$ cat src/rtl/gplut_pkg.sv
package gplut_pkg;
  typedef enum logic [1:0] {
    CFG_PASS  = 2'd0,
    CFG_BANKA = 2'd1,
    CFG_BANKB = 2'd2
  } lut_cfg_e;

  localparam int NUM_CH   = 3;
  localparam int NUM_WORD = 2 * NUM_CH;

  function automatic lut_cfg_e decode_cfg(input logic [1:0] v);
    case (v)
      2'd1:    return CFG_BANKA;
      2'd2:    return CFG_BANKB;
      default: return CFG_PASS;
    endcase
  endfunction
endpackage

$ cat src/rtl/gplut_loader.sv
module gplut_loader
  import gplut_pkg::*;
#(
  parameter int SEG_W  = 5,
  parameter int WORD_W = 12
) (
  input  logic              clk,
  input  logic              rst_n,
  input  logic              sel_wr,
  input  logic              sel_ram,
  input  logic [2:0]        sel_mask,
  input  logic              idx_wr,
  input  logic [SEG_W-1:0]  idx_val,
  input  logic              dat_wr,
  input  logic [WORD_W-1:0] dat_val,
  input  logic              pwr_force,
  input  lut_cfg_e          active,
  output logic              mem_we,
  output logic              mem_bank,
  output logic [1:0]        mem_ch,
  output logic              mem_delta,
  output logic [SEG_W-1:0]  mem_idx,
  output logic [WORD_W-1:0] mem_data,
  output logic              err
);
  localparam logic [2:0] LAST_PH = 3'(NUM_WORD - 1);

  logic              bank_q, bank_d;
  logic [2:0]        mask_q, mask_d;
  logic [2:0]        phase_q, phase_d;
  logic [SEG_W-1:0]  idx_q, idx_d;
  logic              err_q, err_d;
  logic              live_hit, accept, hit;
  logic [1:0]        ch;

  always_comb begin
    live_hit = (!bank_q && active == CFG_BANKA) || (bank_q && active == CFG_BANKB);
    accept   = dat_wr && pwr_force && !live_hit;
    hit      = dat_wr && pwr_force && live_hit;
    ch       = (phase_q >= 3'd3) ? 2'(phase_q - 3'd3) : phase_q[1:0];

    bank_d  = bank_q;
    mask_d  = mask_q;
    phase_d = phase_q;
    idx_d   = idx_q;
    err_d   = err_q | hit;
    if (sel_wr) begin
      bank_d = sel_ram;
      mask_d = sel_mask;
    end
    if (idx_wr) begin
      idx_d   = idx_val;
      phase_d = 3'd0;
    end else if (accept) begin
      if (phase_q == LAST_PH) begin
        phase_d = 3'd0;
        idx_d   = idx_q + 1'b1;
      end else begin
        phase_d = phase_q + 3'd1;
      end
    end
  end

  always_ff @(posedge clk or negedge rst_n) begin
    if (!rst_n) begin
      bank_q  <= 1'b0;
      mask_q  <= 3'b111;
      phase_q <= 3'd0;
      idx_q   <= '0;
      err_q   <= 1'b0;
    end else begin
      bank_q  <= bank_d;
      mask_q  <= mask_d;
      phase_q <= phase_d;
      idx_q   <= idx_d;
      err_q   <= err_d;
    end
  end

  assign mem_we    = accept && mask_q[ch];
  assign mem_bank  = bank_q;
  assign mem_ch    = ch;
  assign mem_delta = (phase_q >= 3'd3);
  assign mem_idx   = idx_q;
  assign mem_data  = dat_val;
  assign err       = err_q;

  a_r9_err_on_live: assert property (@(posedge clk) disable iff (!rst_n)
    hit |=> err_q);
  a_r9_err_sticky: assert property (@(posedge clk) disable iff (!rst_n)
    err_q |=> err_q);
  a_r5_phase_range: assert property (@(posedge clk) disable iff (!rst_n)
    phase_q <= LAST_PH);
  a_r8_hold_unpowered: assert property (@(posedge clk) disable iff (!rst_n)
    (dat_wr && !pwr_force && !idx_wr) |=> ($stable(phase_q) && $stable(idx_q)));
endmodule

$ cat src/rtl/gplut_bank.sv
module gplut_bank
  import gplut_pkg::*;
#(
  parameter int SEG_W  = 5,
  parameter int WORD_W = 12
) (
  input  logic                           clk,
  input  logic                           we,
  input  logic [1:0]                     wr_ch,
  input  logic                           wr_delta,
  input  logic [SEG_W-1:0]               wr_idx,
  input  logic [WORD_W-1:0]              wr_data,
  input  logic [NUM_CH-1:0][SEG_W-1:0]   rd_seg,
  output logic [NUM_CH-1:0][WORD_W-1:0]  rd_base,
  output logic [NUM_CH-1:0][WORD_W-1:0]  rd_delta
);
  localparam int DEPTH = 1 << SEG_W;

  for (genvar c = 0; c < NUM_CH; c++) begin : g_ch
    logic [WORD_W-1:0] base_mem  [DEPTH];
    logic [WORD_W-1:0] delta_mem [DEPTH];

    always_ff @(posedge clk) begin
      if (we && wr_ch == 2'(c)) begin
        if (wr_delta) delta_mem[wr_idx] <= wr_data;
        else          base_mem[wr_idx]  <= wr_data;
      end
    end

    assign rd_base[c]  = base_mem[rd_seg[c]];
    assign rd_delta[c] = delta_mem[rd_seg[c]];
  end
endmodule

$ cat src/rtl/gplut_eval.sv
module gplut_eval #(
  parameter int PIX_W = 12,
  parameter int SEG_W = 5
) (
  input  logic             clk,
  input  logic             rst_n,
  input  logic             pix_vld,
  input  logic [PIX_W-1:0] pix_in,
  input  logic             use_lut,
  input  logic [PIX_W-1:0] base,
  input  logic [PIX_W-1:0] delta,
  output logic [PIX_W-1:0] out_q
);
  localparam int FRAC_W = PIX_W - SEG_W;

  logic [FRAC_W-1:0]       frac;
  logic [PIX_W+FRAC_W-1:0] prod;
  logic [PIX_W:0]          sum;
  logic [PIX_W-1:0]        interp, out_d;

  always_comb begin
    frac   = pix_in[FRAC_W-1:0];
    prod   = delta * frac;
    sum    = {1'b0, base} + {1'b0, prod[PIX_W+FRAC_W-1:FRAC_W]};
    interp = sum[PIX_W] ? {PIX_W{1'b1}} : sum[PIX_W-1:0];
    out_d  = use_lut ? interp : pix_in;
  end

  always_ff @(posedge clk or negedge rst_n) begin
    if (!rst_n)       out_q <= '0;
    else if (pix_vld) out_q <= out_d;
  end

  a_r11_bypass_pass: assert property (@(posedge clk) disable iff (!rst_n)
    (pix_vld && !use_lut) |=> (out_q == $past(pix_in)));
endmodule

$ cat src/rtl/gamma_pingpong_lut.sv
module gamma_pingpong_lut
  import gplut_pkg::*;
#(
  parameter int PIX_W = 12,
  parameter int SEG_W = 5
) (
  input  logic             clk,
  input  logic             rst_n,
  input  logic             ld_sel_wr,
  input  logic             ld_sel_ram,
  input  logic [2:0]       ld_mask,
  input  logic             ld_idx_wr,
  input  logic [SEG_W-1:0] ld_idx,
  input  logic             ld_dat_wr,
  input  logic [PIX_W-1:0] ld_dat,
  input  logic             mem_pwr_force,
  input  logic             mode_wr,
  input  logic [1:0]       mode_val,
  input  logic             frame_start,
  input  logic             pix_vld,
  input  logic [PIX_W-1:0] pix_r,
  input  logic [PIX_W-1:0] pix_g,
  input  logic [PIX_W-1:0] pix_b,
  output logic             out_vld,
  output logic [PIX_W-1:0] out_r,
  output logic [PIX_W-1:0] out_g,
  output logic [PIX_W-1:0] out_b,
  output logic [1:0]       cfg_status,
  output logic             next_target,
  output logic             load_err
);
  logic [1:0] pend_q, pend_d;
  lut_cfg_e   active_q, active_d;
  logic       vld_q;

  always_comb begin
    pend_d   = mode_wr ? mode_val : pend_q;
    active_d = frame_start ? decode_cfg(pend_q) : active_q;
  end

  always_ff @(posedge clk or negedge rst_n) begin
    if (!rst_n) begin
      pend_q   <= 2'd0;
      active_q <= CFG_PASS;
      vld_q    <= 1'b0;
    end else begin
      pend_q   <= pend_d;
      active_q <= active_d;
      vld_q    <= pix_vld;
    end
  end

  logic             mem_we, mem_bank, mem_delta;
  logic [1:0]       mem_ch;
  logic [SEG_W-1:0] mem_idx;
  logic [PIX_W-1:0] mem_data;

  gplut_loader #(.SEG_W(SEG_W), .WORD_W(PIX_W)) u_loader (
    .clk(clk), .rst_n(rst_n),
    .sel_wr(ld_sel_wr), .sel_ram(ld_sel_ram), .sel_mask(ld_mask),
    .idx_wr(ld_idx_wr), .idx_val(ld_idx),
    .dat_wr(ld_dat_wr), .dat_val(ld_dat),
    .pwr_force(mem_pwr_force), .active(active_q),
    .mem_we(mem_we), .mem_bank(mem_bank), .mem_ch(mem_ch),
    .mem_delta(mem_delta), .mem_idx(mem_idx), .mem_data(mem_data),
    .err(load_err)
  );

  logic [NUM_CH-1:0][PIX_W-1:0] pix_all;
  logic [NUM_CH-1:0][SEG_W-1:0] seg_all;
  logic [1:0][NUM_CH-1:0][PIX_W-1:0] bk_base, bk_delta;
  logic [NUM_CH-1:0][PIX_W-1:0] sel_base, sel_delta, out_all;
  logic use_lut, rd_bank;

  assign pix_all = {pix_b, pix_g, pix_r};
  assign use_lut = (active_q != CFG_PASS);
  assign rd_bank = (active_q == CFG_BANKB);

  for (genvar c = 0; c < NUM_CH; c++) begin : g_seg
    assign seg_all[c] = pix_all[c][PIX_W-1 -: SEG_W];
  end

  for (genvar b = 0; b < 2; b++) begin : g_bank
    gplut_bank #(.SEG_W(SEG_W), .WORD_W(PIX_W)) u_bank (
      .clk(clk),
      .we(mem_we && (mem_bank == 1'(b))),
      .wr_ch(mem_ch), .wr_delta(mem_delta), .wr_idx(mem_idx), .wr_data(mem_data),
      .rd_seg(seg_all), .rd_base(bk_base[b]), .rd_delta(bk_delta[b])
    );
  end

  assign sel_base  = bk_base[rd_bank];
  assign sel_delta = bk_delta[rd_bank];

  for (genvar c = 0; c < NUM_CH; c++) begin : g_eval
    gplut_eval #(.PIX_W(PIX_W), .SEG_W(SEG_W)) u_eval (
      .clk(clk), .rst_n(rst_n), .pix_vld(pix_vld), .pix_in(pix_all[c]),
      .use_lut(use_lut), .base(sel_base[c]), .delta(sel_delta[c]),
      .out_q(out_all[c])
    );
  end

  assign out_r       = out_all[0];
  assign out_g       = out_all[1];
  assign out_b       = out_all[2];
  assign out_vld     = vld_q;
  assign cfg_status  = active_q;
  assign next_target = (active_q != CFG_BANKB);

  a_r3_active_holds: assert property (@(posedge clk) disable iff (!rst_n)
    !frame_start |=> $stable(cfg_status));
  a_r2_status_legal: assert property (@(posedge clk) disable iff (!rst_n)
    cfg_status != 2'd3);
  a_r10_vld_follow: assert property (@(posedge clk) disable iff (!rst_n)
    pix_vld |=> out_vld);
  a_r4_hint_match: assert property (@(posedge clk) disable iff (!rst_n)
    (cfg_status == 2'd2) |-> !next_target);
endmodule

$ cat config.mk
export PLATFORM = sky130hd
export DESIGN_NAME = gamma_pingpong_lut
export DESIGN_NICKNAME = d
export VERILOG_FILES = /design/src/rtl/gplut_pkg.sv /design/src/rtl/gplut_loader.sv /design/src/rtl/gplut_bank.sv /design/src/rtl/gplut_eval.sv /design/src/rtl/gamma_pingpong_lut.sv
export SDC_FILE = /design/constraint.sdc
export NUM_CORES = 2
export LEC_CHECK = 0
export BUFFER_PORTS_ARGS = -buffer_cell sky130_fd_sc_hd__buf_2
export CORE_ASPECT_RATIO = 1.75
export CORE_UTILIZATION = 30
export DETAILED_ROUTE_END_ITERATION = 10
export SETUP_SLACK_MARGIN = 0.05
export SYNTH_ARGS = -nofsm -noshare
export SYNTH_HDL_FRONTEND = slang
export SYNTH_MEMORY_MAX_BITS = 65536
export SYNTH_SLANG_ARGS = --single-unit
export TNS_END_PERCENT = 100
$ cat constraint.sdc
create_clock -name clk -period 16.3 [get_ports clk]
set_input_delay 3.26 -clock clk [delete_from_list [all_inputs] [get_ports clk]]
set_output_delay 3.26 -clock clk [all_outputs]
set_load 0.01 [all_outputs]
==> Flow_metrics.wiki <==
{| class="wikitable"
! Metric !! Value
|-
| Status || finished, final reports clean
|-
| Critical Path Slowest Stage Cell || sky130_fd_sc_hd__a2111oi_0
|-
| Transition at the pin with the smallest max-transition slack || 1.44 ns
|-
| Distinct cell type count of the synthesized netlist || 67
|-
| Via count of the first global-routing pass || 92100
|-
| Largest driver fanout on the critical path || 64
|-
| Clk pwr share || 0.344
|-
| Nets in the synthesized netlist || 8668
|-
| Number of max-slew violations in the final report || 0
|-
| Terminus of the critical flop-to-flop path || g_eval[0].u_eval.out_q[0]
|-
| Fin Clk Skew || 0.0739 ns
|-
| FMAX || 0.0827 GHz
|-
| Number of post-CTS setup repair buffers || 0
|-
| Final core area utilization || 0.343
|-
| Critical path launch point || pix_g[8]
|-
| Global-route wire length before repair || 708000 um
|-
| Maximum buffer depth of the clock tree || 4
|-
| Clk sink count || 4662
|-
| Shortest period the worst path allows || 12.09 ns
|-
| Synth area leaders || sky130_fd_sc_hd__edfxtp_1, sky130_fd_sc_hd__mux4_2, sky130_fd_sc_hd__fa_1
|-
| Port Buf Inserts || 108
|-
| Pin count of the biggest net entering global routing || 159
|-
| Ys async rst share || 0.0116
|-
| Most used DFF post-synth || sky130_fd_sc_hd__edfxtp_1
|-
| Floorplan core area || 621000 um^2
|-
| Highest cell delay on the worst timing path || 0.92 ns
|-
| Maximum level of the CTS H-tree || 5
|-
| Max cap viols || 0
|-
| Average wire length per cell after detail routing || 29.1 um
|-
| Pwr per Cell Area || 132 nW/um^2
|-
| Met1 routing resource usage after global routing || 0.174
|-
| Die width || 599 um
|-
| Peak supply drop || 0.000172 V
|-
| Cell area after placement || 200000 um^2
|-
| Leakage power of the design || 66.0 nW
|-
| Total global-route track usage || 0.159
|-
| Clock tree root driver cell || sky130_fd_sc_hd__clkbuf_16
|-
| Initial drt markers || 9146
|-
| DR DRC count || 0
|-
| Syn. warnings || 0
|-
| Final hold violation count || 0
|-
| Cell area after technology mapping || 187000 um^2
|-
| Total of hold buffers inserted after clock tree synthesis || 0
|-
| Reg-to-Reg Start || g_bank[0].u_bank.g_ch[0].delta_mem[12][0]
|-
| Total design power || 28.2 mW
|-
| Sequential-to-total area share from yosys stat || 0.747
|-
| Number of vias after detailed routing || 86800
|-
| CTS-repair resized insts || 0
|-
| Weighted congestion at the end of routability-driven global placement || 0.829
|-
| Synthesized instance count || 8302
|-
| Total wire length after detailed routing || 505000 um
|-
| Crit path kind || in2reg
|-
| Most instantiated cells after synthesis || sky130_fd_sc_hd__edfxtp_1, sky130_fd_sc_hd__mux4_2, sky130_fd_sc_hd__nor2_1, sky130_fd_sc_hd__clkbuf_1, sky130_fd_sc_hd__inv_1
|-
| Starting density of the core || 0.301
|-
| Worst-case headroom to the max-slew limit || 0.0353
|-
| Congestion Overflow GR || 0
|-
| I/O pin count || 109
|-
| Fraction of power consumed by sequential logic || 0.472
|-
| Drt via density || 4.99
|-
| Logic gate share of total power || 0.184
|-
| Dominant cell by count in the synthesized netlist || sky130_fd_sc_hd__edfxtp_1
|-
| Count of cells along the worst register-to-register path || 29
|-
| Post-synthesis average cell area || 22.5 um^2
|-
| RSZ-0062 raised after global routing || false
|-
| Number of filler instances in the final layout || 57400
|-
| Total iterations of the first detailed-routing run || 6
|-
| Critical Path RT || 17.17 ns
|-
| Startpoint types || input port
|-
| Residual antenna-violating net count after detailed routing || 0
|-
| Number of nets in the layout || 9074
|-
| Number of buffers added by the clock tree synthesis step || 401
|-
| Cell type with the largest total area after synthesis || sky130_fd_sc_hd__edfxtp_1
|-
| DP Wirelength || 323000 um
|-
| CP endpoint kind || flop
|-
| Clk slew on worst S/H paths || 0.07 ns
|-
| Antenna violations before repair || 58
|-
| Final period util || 0.742
|-
| Path category of the worst min-delay check || reg2reg
|-
| Die Area || 627000 um^2
|-
| Most used routing layer in global routing || met2
|-
| Sw frac || 0.267
|-
| Reg-to-reg slack, setup || 7.18 ns
|-
| Share of cells above drive strength 1 || 0.294
|-
| Post-route cell area || 213000 um^2
|-
| Die Ht || 1050 um
|-
| Most numerous cell on the critical path || sky130_fd_sc_hd__fa_1
|-
| Number of enable flip-flop cells after synthesis || 4608
|-
| Final setup violation count || 0
|-
| Clock latency on the worst-skew pair || 0.97 ns
|-
| Power Internal || 20.7 mW
|-
| Setup TNS || 0 ns
|-
| Fraction of met3 tracks used by global routing || 0.0218
|-
| Last element of the critical path || g_eval[1].u_eval.out_q[8]
|-
| Total of flip-flops plus latches after synthesis || 4662
|-
| Area share of the largest cell type after synthesis || 0.740
|-
| Net switching component of the power || 7.51 mW
|-
| Cell Rows || 383
|-
| P&R area growth vs syn || 13.8%
|-
| TritonCTS clock tree || built
|-
| Arr. time, crit path || 12.97 ns
|-
| Met2 track utilization from global routing || 0.299
|}
-- state kept, by name, summed over array words and instances, names as in the netlist --
register	flops
u_loader.mem_bank	1
g_bank.u_bank.g_ch.delta_mem	2304
g_eval.u_eval.out_q	36
u_loader.mask_q	3
u_loader.phase_q	3
out_vld	1
cfg_status	2
u_loader.mem_idx	5
pend_q	2
g_bank.u_bank.g_ch.base_mem	2304
u_loader.err	1
-- cells by family after synthesis --
group	count (synthesis)	synth area share
AO/OA/AOI/OAI	249	0.00895
AND/OR/NAND/NOR	827	0.0198
adder cells (fa/ha/maj)	298	0.0258
XOR/XNOR	66	0.00309
flip-flops	4662	0.747
buffers and inverters	668	0.0141
multiplexers	1532	0.181
-- how the worst min path moves through the flow --
stage | end | slack [ns] | from | cells after the start
after global placement | u_loader.err | 0.46 | u_loader.err | 1
after global routing | u_loader.err | 0.51 | u_loader.err | 1
after floorplan | cfg_status[1] | 0.49 | pend_q[1] | 2
after detailed placement | u_loader.err | 0.46 | u_loader.err | 1
after CTS | u_loader.err | 0.49 | u_loader.err | 1
final | u_loader.err | 0.48 | u_loader.err | 1
-- power groups by stage --
stage | Combinational [mW] | Clock (mW) | Sequential, mW
6_report | 5.19 | 9.69 | 13.3
5_1_grt | 5.70 | 10.2 | 13.3
4_1_cts | 5.22 | 9.83 | 13.3
3_5_place_dp | 5.18 | 0 | 13.5
3_3_place_gp | 5.17 | 0 | 13.5
2_1_floorplan | 3.58 | 0 | 13.5
-- cell usage in the layout (no fill, tap or decap), types with 10 or more instances in the layout --
cell,n
sky130_fd_sc_hd__xor2_1,16
sky130_fd_sc_hd__clkinvlp_4,22
sky130_fd_sc_hd__nor2b_1,19
sky130_fd_sc_hd__dfrtp_1,51
sky130_fd_sc_hd__mux4_2,1486
sky130_fd_sc_hd__bufinv_16,42
sky130_fd_sc_hd__inv_1,216
sky130_fd_sc_hd__clkinv_8,11
sky130_fd_sc_hd__nand3_4,16
sky130_fd_sc_hd__buf_12,12
sky130_fd_sc_hd__clkinv_4,11
sky130_fd_sc_hd__ha_1,151
sky130_fd_sc_hd__nor2_1,348
sky130_fd_sc_hd__inv_6,13
sky130_fd_sc_hd__buf_8,18
sky130_fd_sc_hd__a21o_1,16
sky130_fd_sc_hd__nand2b_1,12
sky130_fd_sc_hd__mux2i_1,35
sky130_fd_sc_hd__xnor2_1,50
sky130_fd_sc_hd__and2_1,139
sky130_fd_sc_hd__o221ai_1,32
sky130_fd_sc_hd__o21a_1,10
sky130_fd_sc_hd__o21ai_0,58
sky130_fd_sc_hd__edfxtp_1,4608
sky130_fd_sc_hd__diode_2,56
sky130_fd_sc_hd__nor2_2,70
sky130_fd_sc_hd__buf_2,83
sky130_fd_sc_hd__clkbuf_16,403
sky130_fd_sc_hd__nand2_1,147
sky130_fd_sc_hd__clkinv_1,95
sky130_fd_sc_hd__mux2_2,11
sky130_fd_sc_hd__clkinv_2,70
sky130_fd_sc_hd__nand2_2,13
sky130_fd_sc_hd__a21oi_1,53
sky130_fd_sc_hd__fa_1,147
sky130_fd_sc_hd__o21bai_1,21
sky130_fd_sc_hd__buf_4,336
sky130_fd_sc_hd__clkbuf_1,60
-- routing by layer --
metal	share of wire	routed length (um)
met5	0.00019	94
met4	0.052	26100
met3	0.058	29500
met2	0.55	277000
met1	0.34	173000
-- metrics by stage --
stage / worst slack [ns] / cells / hold WS, ns
floorplan: 4.50 / 8302 / 0.485
global placement: 3.20 / 16600 / 0.458
detailed placement: 3.24 / 16600 / 0.464
CTS: 4.23 / 17300 / 0.492
global route: 3.64 / 17400 / 0.510
finish: 4.21 / 17400 / 0.479
-- layout make-up --
cell class / instances / area, um^2 / share of cell area
Inverter: 218 / 828 / 0.00389
Sequential cell: 4662 / 140000 / 0.656
Clock buffer: 467 / 10400 / 0.0487
Tap cell: 8277 / 10400 / 0.0486
Multi-Input combinational cell: 2972 / 45200 / 0.212
Timing Repair Buffer: 453 / 3500 / 0.0164
Antenna cell: 56 / 140 / 0.000658
Clock inverter: 276 / 2790 / 0.0131
-- worst max-delay path, delay by kind of cell --
family,cells,cell delay (ns)
adder cells (fa/ha/maj),6,2.45
buffers and inverters,4,1.29
multiplexers,1,0.36
AND/OR/NAND/NOR,6,1.41
AO/OA/AOI/OAI,14,4.08
No activity file was read; power rests on OpenSTA's default activity.
